### config.mk
export PLATFORM = sky130hd
export DESIGN_NAME = xs_exec_unit
export DESIGN_NICKNAME = d
export VERILOG_FILES = /design/src/rtl/xs_pkg.sv /design/src/rtl/xs_decode.sv /design/src/rtl/xs_shift.sv /design/src/rtl/xs_sub.sv /design/src/rtl/xs_exec_unit.sv
export SDC_FILE = /design/constraint.sdc
export NUM_CORES = 1
export LEC_CHECK = 0
export ABC_AREA = 1
export BUFFER_PORTS_ARGS = -buffer_cell sky130_fd_sc_hd__buf_4
export CORE_ASPECT_RATIO = 0.5
export CORE_MARGIN = 2
export CORE_UTILIZATION = 40
export CTS_BUF_LIST = sky130_fd_sc_hd__clkbuf_8
export DETAILED_ROUTE_END_ITERATION = 12
export GPL_ROUTABILITY_DRIVEN = 0
export SETUP_SLACK_MARGIN = 0.2
export SYNTH_ARGS = -nofsm -noshare
export SYNTH_HDL_FRONTEND = slang
export SYNTH_SLANG_ARGS = --single-unit
export TNS_END_PERCENT = 1
### constraint.sdc
create_clock -name clk -period 2.95 [get_ports clk]
set_input_delay 0.7375 -clock clk [delete_from_list [all_inputs] [get_ports clk]]
set_output_delay 0.7375 -clock clk [all_outputs]
set_load 0.1 [all_outputs]
### src/rtl/xs_pkg.sv
package xs_pkg;

  localparam int OPC_W = 6;

  localparam logic [OPC_W-1:0] MAJ_REG   = 6'b000000;
  localparam logic [OPC_W-1:0] MAJ_XORI  = 6'b001110;

  localparam logic [OPC_W-1:0] FN_SRL_C  = 6'b000010;
  localparam logic [OPC_W-1:0] FN_SRA_C  = 6'b000011;
  localparam logic [OPC_W-1:0] FN_SRL_V  = 6'b000110;
  localparam logic [OPC_W-1:0] FN_SRA_V  = 6'b000111;
  localparam logic [OPC_W-1:0] FN_SUB_T  = 6'b100010;
  localparam logic [OPC_W-1:0] FN_SUB_N  = 6'b100011;
  localparam logic [OPC_W-1:0] FN_XOR_R  = 6'b100110;

  typedef enum logic [1:0] {
    K_NONE  = 2'd0,
    K_SHIFT = 2'd1,
    K_SUB   = 2'd2,
    K_XOR   = 2'd3
  } kind_e;

  typedef struct packed {
    kind_e kind;
    logic  arith;    // sign fill for shifts
    logic  var_amt;  // amount from first source operand
    logic  trap_en;  // overflow raises exception
    logic  use_imm;  // second XOR operand is the immediate
    logic  illegal;
  } dec_t;

endpackage

### src/rtl/xs_decode.sv
module xs_decode
  import xs_pkg::*;
(
  input  logic [OPC_W-1:0] major,
  input  logic [OPC_W-1:0] func,
  output dec_t             dec
);

  always_comb begin
    dec = '{kind: K_NONE, arith: 1'b0, var_amt: 1'b0,
            trap_en: 1'b0, use_imm: 1'b0, illegal: 1'b1};
    if (major == MAJ_XORI) begin
      dec.kind    = K_XOR;
      dec.use_imm = 1'b1;
      dec.illegal = 1'b0;
    end else if (major == MAJ_REG) begin
      dec.illegal = 1'b0;
      case (func)
        FN_SRL_C: dec.kind = K_SHIFT;
        FN_SRA_C: begin dec.kind = K_SHIFT; dec.arith = 1'b1; end
        FN_SRL_V: begin dec.kind = K_SHIFT; dec.var_amt = 1'b1; end
        FN_SRA_V: begin
          dec.kind    = K_SHIFT;
          dec.arith   = 1'b1;
          dec.var_amt = 1'b1;
        end
        FN_SUB_T: begin dec.kind = K_SUB; dec.trap_en = 1'b1; end
        FN_SUB_N: dec.kind = K_SUB;
        FN_XOR_R: dec.kind = K_XOR;
        default:  dec.illegal = 1'b1;
      endcase
    end
  end

endmodule

### src/rtl/xs_shift.sv
module xs_shift #(
  parameter int DATA_W = 32,
  localparam int SH_W  = $clog2(DATA_W)
) (
  input  logic [DATA_W-1:0] val,
  input  logic [SH_W-1:0]   amt,
  input  logic              arith,
  output logic [DATA_W-1:0] out
);

  logic              fill;
  logic [DATA_W-1:0] st [SH_W+1];

  assign fill  = arith & val[DATA_W-1];
  assign st[0] = val;

  for (genvar i = 0; i < SH_W; i++) begin : g_stage
    localparam int STEP = 1 << i;
    assign st[i+1] = amt[i]
      ? { {STEP{fill}}, st[i][DATA_W-1:STEP] }
      : st[i];
  end

  assign out = st[SH_W];

  // a zero shift amount passes the value unchanged
  always_comb begin
    if (amt == '0) begin
      a_r3_zero_shift_identity: assert (out == val);
    end
  end

endmodule

### src/rtl/xs_sub.sv
module xs_sub #(
  parameter int DATA_W = 32
) (
  input  logic [DATA_W-1:0] a,
  input  logic [DATA_W-1:0] b,
  output logic [DATA_W-1:0] diff,
  output logic              ovf
);

  localparam int MSB = DATA_W - 1;

  assign diff = a - b;
  assign ovf  = (a[MSB] ^ b[MSB]) & (diff[MSB] ^ a[MSB]);

  // operands of equal sign can never overflow on subtraction
  always_comb begin
    if (a[MSB] == b[MSB]) begin
      a_r6_same_sign_no_ovf: assert (!ovf);
    end
  end

endmodule

### src/rtl/xs_exec_unit.sv
module xs_exec_unit
  import xs_pkg::*;
#(
  parameter int DATA_W = 32,
  parameter int IMM_W  = 16
) (
  input  logic                       clk,
  input  logic                       rst,
  input  logic [5:0]                 op_major,
  input  logic [5:0]                 op_func,
  input  logic [DATA_W-1:0]          src_s,
  input  logic [DATA_W-1:0]          src_t,
  input  logic [$clog2(DATA_W)-1:0]  shamt,
  input  logic [IMM_W-1:0]           imm,
  output logic [DATA_W-1:0]          res,
  output logic                       ovf_trap,
  output logic                       bad_func,
  output logic                       wr_en
);

  localparam int SH_W = $clog2(DATA_W);

  dec_t              dec;
  logic [SH_W-1:0]   amt;
  logic [DATA_W-1:0] sh_out, sub_out, xor_b, nxt_res;
  logic              sub_ovf, nxt_ovf;

  xs_decode u_dec (
    .major (op_major),
    .func  (op_func),
    .dec   (dec)
  );

  assign amt = dec.var_amt ? src_s[SH_W-1:0] : shamt;

  xs_shift #(.DATA_W(DATA_W)) u_shift (
    .val   (src_t),
    .amt   (amt),
    .arith (dec.arith),
    .out   (sh_out)
  );

  xs_sub #(.DATA_W(DATA_W)) u_sub (
    .a    (src_s),
    .b    (src_t),
    .diff (sub_out),
    .ovf  (sub_ovf)
  );

  assign xor_b = dec.use_imm ? {{(DATA_W-IMM_W){1'b0}}, imm} : src_t;

  always_comb begin
    nxt_res = '0;
    nxt_ovf = 1'b0;
    if (!dec.illegal) begin
      case (dec.kind)
        K_SHIFT: nxt_res = sh_out;
        K_SUB: begin
          nxt_res = sub_out;
          nxt_ovf = dec.trap_en & sub_ovf;
        end
        K_XOR:   nxt_res = src_s ^ xor_b;
        default: nxt_res = '0;
      endcase
    end
  end

  always_ff @(posedge clk) begin
    if (rst) begin
      res      <= '0;
      ovf_trap <= 1'b0;
      bad_func <= 1'b0;
      wr_en    <= 1'b0;
    end else begin
      res      <= nxt_res;
      ovf_trap <= nxt_ovf;
      bad_func <= dec.illegal;
      wr_en    <= ~(nxt_ovf | dec.illegal);
    end
  end

  // the two exception flags are exclusive
  a_r12_flags_exclusive: assert property (@(posedge clk) disable iff (rst)
    $onehot0({ovf_trap, bad_func}));

  // a trapped result is never written
  a_r6_trap_blocks_write: assert property (@(posedge clk) disable iff (rst)
    ovf_trap |-> !wr_en);

  // an unimplemented encoding yields a zero result
  a_r10_illegal_zero: assert property (@(posedge clk) disable iff (rst)
    bad_func |-> (res == '0 && !wr_en));

  // the non-trapping subtract never raises the trap
  a_r7_no_trap_unsigned: assert property (@(posedge clk) disable iff (rst)
    (op_major == MAJ_REG && op_func == FN_SUB_N) |=> !ovf_trap);

  // immediate XOR leaves the upper half of the first operand intact
  a_r9_imm_upper_kept: assert property (@(posedge clk) disable iff (rst)
    (op_major == MAJ_XORI) |=> res[DATA_W-1:IMM_W] == $past(src_s[DATA_W-1:IMM_W]));

endmodule

* After elaboration in Yosys (flattened, before gate mapping)
Cells that the tools add are included.
** Word-level totals
- Word-level logic and storage cells :: 52
- Register bits :: 35
** Operators by class
- Multiplexer cells :: 21
- Add/subtract/negate cells :: 1
- Bitwise operators :: 8
- Eq/ne operators :: 11
- Reduce and logical (&&, ||, !) cells :: 7
** Operator list (count)
- 2-to-1 mux 32 bit :: 6
- case mux 32 bit (3 select lines) :: 1
- subtractor 32 bit :: 1
- bitwise XOR 32 bit :: 1
- equality test 6 bit (second input constant) :: 3
- equality test 6 x 2 -> 1 bit (second input constant) :: 2
- equality test 6 x 3 -> 1 bit (second input constant) :: 2
- 2-to-1 mux 5 bit :: 2
- 2-to-1 mux 1 bit :: 9
- OR reduction 2 bit :: 4
- OR reduction 7 bit :: 1
- equality test 6 x 4 -> 1 bit (second input constant) :: 1
- zero test 6 bit :: 1
- case mux 2 bit (3 select lines) :: 1
- equality test 2 bit (second input constant) :: 2
- OR reduction 4 bit :: 1
- bitwise AND 1 bit :: 3
- 2-to-1 mux 3 bit :: 1
- equality test 2 x 1 -> 1 bit (second input constant) :: 1
- 2-to-1 mux 2 bit :: 1
- bitwise XOR 1 bit :: 2
- inverter 1 bit :: 1
- bitwise OR 1 bit :: 1

* Depth between registers and ports, before layout
- Depth in word-level cells :: 12
- Depth in mapped cells :: 19
- Depth with buffers taken out :: 19

* Cells and area by module
From an unflattened synthesis, not the netlist that was laid out.
** Unflattened totals
- Cells, all modules :: 1417
- Area total of the unflattened synthesis :: 7120.6 um^2
** By module, submodules not included
- xs_exec_unit :: cells each 451, area an instance 2663.8 um^2, times used 1, seq. area each 700.7 um^2
- xs_sub :: cells each 541, area an instance 2526.2 um^2, times used 1, seq. area each 0.0 um^2
- xs_shift :: cells each 372, area an instance 1682.9 um^2, times used 1, seq. area each 0.0 um^2
- xs_decode :: cells each 53, area an instance 247.7 um^2, times used 1, seq. area each 0.0 um^2

* Least setup slack after synthesis
Ideal clock, no wire load.
- Path type :: input to register
- Start point :: in src_s[0]
- End point :: reg res[30]
- Arrival :: 2.401 ns
- Stages on the path :: 18
- Setup time :: 0.128 ns
- Setup slack :: 0.421 ns
- Path buffers :: 0
- Required time :: 2.822 ns
- Cell sequence :: inv_1 -> ha_1 -> inv_1 -> fa_1 -> nand3_1 -> nand2_1 -> nand2_1 -> nand2_1 -> nand2_1 -> nand2_1 -> nand2_1 -> nand2_1 -> nand3_1 -> nand3_1 -> nand3_1 -> nand2_1 -> a21oi_1 -> nor2_1
** On the way
- Cells in the longest elaborated chain, start to end :: 7
- Elaborated cells on any way between the ends :: 8
- Those cells by class :: add/sub (1); mux (7)
** Ends and longest elaborated chain
- start, declared :: RTL line xs_exec_unit.sv:11 : input logic [DATA_W-1:0] src_s,
- parallel branches: the longest is 6 deep, another holds subtractor 32 bit
- case mux 32 bit (3 select lines) * :: RTL line xs_exec_unit.sv:56 : case (dec.kind)
- end signal, assigned :: RTL line xs_exec_unit.sv:75 : res <= nxt_res;
- end, declared :: RTL line xs_exec_unit.sv:15 : output logic [DATA_W-1:0] res,
Mark *: on every way between the ends.
A chain may end at the register's enable or synchronous reset.

* Worst setup path in the final report
- Start point :: in src_s[8]
- End point :: reg res[13]
** On the way
- Cells in the longest elaborated chain, start to end :: 2
** Ends and longest elaborated chain
- subtractor 32 bit :: RTL line xs_sub.sv:12 : assign diff = a - b;
- case mux 32 bit (3 select lines) :: RTL line xs_exec_unit.sv:56
No other way between the ends.

==> report_table.html <==
<table>
<tr><th>Metric</th><th>Value</th></tr>
<tr><th colspan="2">Run status</th></tr>
<tr><td>Status</td><td>finished clean</td></tr>
<tr><th colspan="2">Layout</th></tr>
<tr><td>FILL cells</td><td>1598</td></tr>
<tr><td>Diodes inserted</td><td>0</td></tr>
<tr><td>Fin area</td><td>0.00795 mm2</td></tr>
<tr><td>Net total in the final layout</td><td>1420</td></tr>
<tr><td>Area added between synthesis and finish</td><td>30.4%</td></tr>
<tr><td>Share of cells above drive strength 1</td><td>20.1%</td></tr>
<tr><th colspan="2">GRT</th></tr>
<tr><td>Number of global-route vias before repair</td><td>7632</td></tr>
<tr><td>Maximum number of pins on one net before global-route repair</td><td>49</td></tr>
<tr><td>Total GRT Usage</td><td>33.6%</td></tr>
<tr><td>Wire length of the first global-routing pass</td><td>41800 um</td></tr>
<tr><td>Total congestion overflow after global routing</td><td>0</td></tr>
<tr><td>Antenna violations before repair</td><td>1</td></tr>
<tr><th colspan="2">Detailed routing</th></tr>
<tr><td>WL/cell</td><td>18.5 um</td></tr>
<tr><td>Per-cell via count in the routed design</td><td>5.78</td></tr>
<tr><td>Vias</td><td>8588</td></tr>
<tr><td>Total DRC errors in the routed layout</td><td>0</td></tr>
<tr><td>Violation count after the first detailed-routing iteration</td><td>1203</td></tr>
<tr><td>Total length of routed wires</td><td>27500 um</td></tr>
<tr><td>Initial DRT Pass Iterations</td><td>6</td></tr>
<tr><td>Number of nets with antenna violations after detailed routing</td><td>0</td></tr>
<tr><th colspan="2">Timing</th></tr>
<tr><td>Hold Fails Final Rpt</td><td>0</td></tr>
<tr><td>Post-Route Hold Slack</td><td>595 ps</td></tr>
<tr><td>Pin slew with the least headroom to its limit</td><td>739 ps</td></tr>
<tr><td>Final critical-path share of the clock period</td><td>92.9%</td></tr>
<tr><td>Final slew viol count</td><td>0</td></tr>
<tr><td>Setup-violating endpoint count in the final report</td><td>0</td></tr>
<tr><td>Worst relative slew slack</td><td>50.7%</td></tr>
<tr><td>Unrepaired setup endpoints after global routing</td><td>true</td></tr>
<tr><td>Timing-limited maximum frequency</td><td>365 MHz</td></tr>
<tr><td>Min Clock Period, post-route</td><td>2740 ps</td></tr>
<tr><th colspan="2">Pwr</th></tr>
<tr><td>Pwr dens</td><td>240 mW/mm2</td></tr>
<tr><td>Total leakage power</td><td>4.05 nW</td></tr>
<tr><td>Maximum vdd ir drop</td><td>0.162 mV</td></tr>
<tr><th colspan="2">CTS</th></tr>
<tr><td>Number of levels the H-tree was split into</td><td>2</td></tr>
<tr><td>Clock root buffer</td><td>sky130_fd_sc_hd__clkbuf_8</td></tr>
<tr><td>Clock tree from TritonCTS</td><td>built</td></tr>
<tr><td>Post-cts hold buffer count</td><td>0</td></tr>
<tr><td>CTS sink count</td><td>35</td></tr>
<tr><td>Total CTS buffers</td><td>5</td></tr>
<tr><td>Buffer levels on the longest clock path</td><td>2</td></tr>
<tr><td>Clock-pin slew on the worst setup and hold paths</td><td>90 ps</td></tr>
<tr><th colspan="2">Floorplan</th></tr>
<tr><td>Area of the die</td><td>0.0163 mm2</td></tr>
<tr><td>Starting density of the core</td><td>41.6%</td></tr>
<tr><td>IO Pins</td><td>134</td></tr>
<tr><td>Die span in y</td><td>91.3 um</td></tr>
<tr><td>Std-Cell Rows</td><td>31</td></tr>
<tr><td>Width of the die</td><td>179 um</td></tr>
<tr><td>Core region area</td><td>0.0147 mm2</td></tr>
<tr><th colspan="2">Placement</th></tr>
<tr><td>Port Buffer Count</td><td>133</td></tr>
<tr><td>DP Wirelength</td><td>23100 um</td></tr>
<tr><td>Placed Instance Area</td><td>0.00783 mm2</td></tr>
<tr><th colspan="2">Synth</th></tr>
<tr><td>Area leader, netlist</td><td>sky130_fd_sc_hd__nand3_1</td></tr>
<tr><td>Yosys warning total</td><td>0</td></tr>
<tr><td>Cell area after technology mapping</td><td>0.00609 mm2</td></tr>
<tr><td>Number of cells produced by synthesis</td><td>1108</td></tr>
<tr><td>Flip-flop and latch count after synthesis</td><td>35</td></tr>
<tr><td>Area fraction of the dominant cell type after synthesis</td><td>25.0%</td></tr>
<tr><td>Most area-consuming cells after synthesis</td><td>sky130_fd_sc_hd__nand3_1 (25%), sky130_fd_sc_hd__nand2_1 (16%), sky130_fd_sc_hd__dfxtp_1 (11%), sky130_fd_sc_hd__a21oi_1 (7.1%), sky130_fd_sc_hd__ha_1 (6.4%)</td></tr>
<tr><td>Sequential area share after synthesis</td><td>11.5%</td></tr>
<tr><td>Post-synth cell types</td><td>40</td></tr>
<tr><td>Synthesized netlist net count</td><td>1239</td></tr>
<tr><td>Avg Cell Area, Syn</td><td>5.50 um2</td></tr>
<tr><th colspan="2">Hold path</th></tr>
<tr><td>Worst hold path class</td><td>input pin to flop</td></tr>
<tr><td>Number of cells traversed by the worst hold path</td><td>2</td></tr>
<tr><td>Launch point of the worst hold path</td><td>rst</td></tr>
<tr><td>Hold worst-path end</td><td>bad_func</td></tr>
<tr><th colspan="2">Worst setup path</th></tr>
<tr><td>Worst setup path class</td><td>input pin to flop</td></tr>
<tr><td>Data arrival time of the worst path</td><td>2890 ps</td></tr>
<tr><td>Startpoint type of the worst setup path</td><td>input pin</td></tr>
<tr><td>Worst endpoint required time</td><td>3100 ps</td></tr>
<tr><td>Capturing element type of the critical path</td><td>flop</td></tr>
<tr><td>Maximum fanout count along the critical path</td><td>5</td></tr>
<tr><td>CP startpoint</td><td>src_s[8]</td></tr>
<tr><th colspan="2">Run</th></tr>
<tr><td>Max-cap violations</td><td>0</td></tr>
</table>
[where the power goes]
part           leakage [nW]  internal, mW  switching [mW]  total [mW]
sequential            0.282         0.473        0.000237       0.473
combinational          3.72         0.425           0.649        1.07
clock                0.0470         0.183           0.178       0.361
[final cells by class]
class | count | area, um2 | share of cell area, %
Multi-Input combinational cell | 924 | 4770 | 60.0
Timing Repair Buffer | 220 | 1750 | 22.0
Sequential cell | 35 | 701 | 8.82
Inverter | 103 | 389 | 4.90
Tap cell | 198 | 248 | 3.12
Clock buffer | 6 | 82.6 | 1.04
Clock inverter | 1 | 5.00 | 0.0630
[cells by family (layout without fill, tap and decap cells)]
| kind of cell | Yosys count | after routing | share of synthesized area (%) |
|---|---|---|---|
| AO/OA/AOI/OAI | 173 | 173 | 15.5 |
| XOR/XNOR | 30 | 30 | 4.31 |
| adder cells (fa/ha/maj) | 32 | 32 | 6.69 |
| buffers and inverters | 149 | 330 | 10.7 |
| flip-flops | 35 | 35 | 11.5 |
| AND/OR/NAND/NOR | 689 | 689 | 51.3 |
[cells in the mapped netlist, drive strengths merged]
library cell  number
o21a               3
o2111ai            1
buf               34
a31oi              2
clkbuf            12
a21o               4
inv              103
o22ai              1
o21ai             60
nand4             12
xnor2              6
o21bai            12
dfxtp             35
nand3b             4
nor2              83
xor2              24
a21oi             87
nor3              11
o221a              1
ha                31
a22oi              2
or2                5
nand3            306
fa                 1
nand2            268
[flip-flops by register name (all words and copies together), names as in the netlist]
signal    flops
ovf_trap      1
res          32
wr_en         1
bad_func      1
[through the flow]
stage | util (%) | instances | power, mW | worst slack, ps | setup TNS [ps]
after floorplan | - | 1108 | 1.11 | 421 | 0
final | 54.2 | 1487 | 1.91 | 209 | 0
after detailed placement | 53.4 | 1480 | 1.52 | -155 | -388
after global placement | 53.4 | 1480 | 1.51 | -140 | -283
after CTS | 54.0 | 1487 | 1.88 | 197 | 0
after global routing | 54.2 | 1487 | 2.04 | 95.2 | 0
[metal layers]
layer	global-route usage, %	vias to the layer above	wire [um]	part of all wire [%]
met5	0	-	0	0
met4	4.20	0	286	1.0
met3	13.3	27	4010	15
met2	46.9	470	10600	39
met1	48.9	3968	12500	46
li1	-	4123	-	-
[timing repair]
item	in CTS	in global routing
resized for setup	1	12
buffers inserted	0	0
setup endpoints to repair	2	21
[placed cells by master (no fill, tap or decap), types with 3 or more instances in the layout]
cell type,count
sky130_fd_sc_hd__nand2_2,5
sky130_fd_sc_hd__or2_2,4
sky130_fd_sc_hd__a21oi_2,3
sky130_fd_sc_hd__nand3_1,303
sky130_fd_sc_hd__o21a_1,3
sky130_fd_sc_hd__buf_12,8
sky130_fd_sc_hd__buf_4,212
sky130_fd_sc_hd__nand2_1,259
sky130_fd_sc_hd__dfxtp_1,35
sky130_fd_sc_hd__nor2_1,79
sky130_fd_sc_hd__xnor2_1,6
sky130_fd_sc_hd__inv_1,99
sky130_fd_sc_hd__nand2_4,4
sky130_fd_sc_hd__clkbuf_8,6
sky130_fd_sc_hd__nor3_1,11
sky130_fd_sc_hd__a21oi_1,84
sky130_fd_sc_hd__o21ai_1,3
sky130_fd_sc_hd__ha_1,31
sky130_fd_sc_hd__o21ai_2,3
sky130_fd_sc_hd__o21ai_0,53
sky130_fd_sc_hd__a21o_1,4
sky130_fd_sc_hd__nand3b_1,4
sky130_fd_sc_hd__inv_2,3
sky130_fd_sc_hd__xor2_1,24
sky130_fd_sc_hd__o21bai_1,12
sky130_fd_sc_hd__nand4_1,12
[worst max-delay path, stage by stage]
cell                      delay, ps
sky130_fd_sc_hd__buf_4          120
sky130_fd_sc_hd__ha_1           340
sky130_fd_sc_hd__a21oi_1        250
sky130_fd_sc_hd__o21ai_0        190
sky130_fd_sc_hd__a21oi_1        220
sky130_fd_sc_hd__nand2_1        150
sky130_fd_sc_hd__o21ai_0        310
sky130_fd_sc_hd__o21ai_0        360
sky130_fd_sc_hd__inv_1          140
sky130_fd_sc_hd__a21oi_1         80
[worst max path at each step]
stage	endpoint	cells past startpoint
3_5_place_dp	res[18]	20
2_1_floorplan	res[30]	18
5_1_grt	res[14]	18
3_3_place_gp	res[18]	20
6_report	res[13]	10
4_1_cts	res[14]	18
Note: power is estimated with default switching activity, not from simulation.
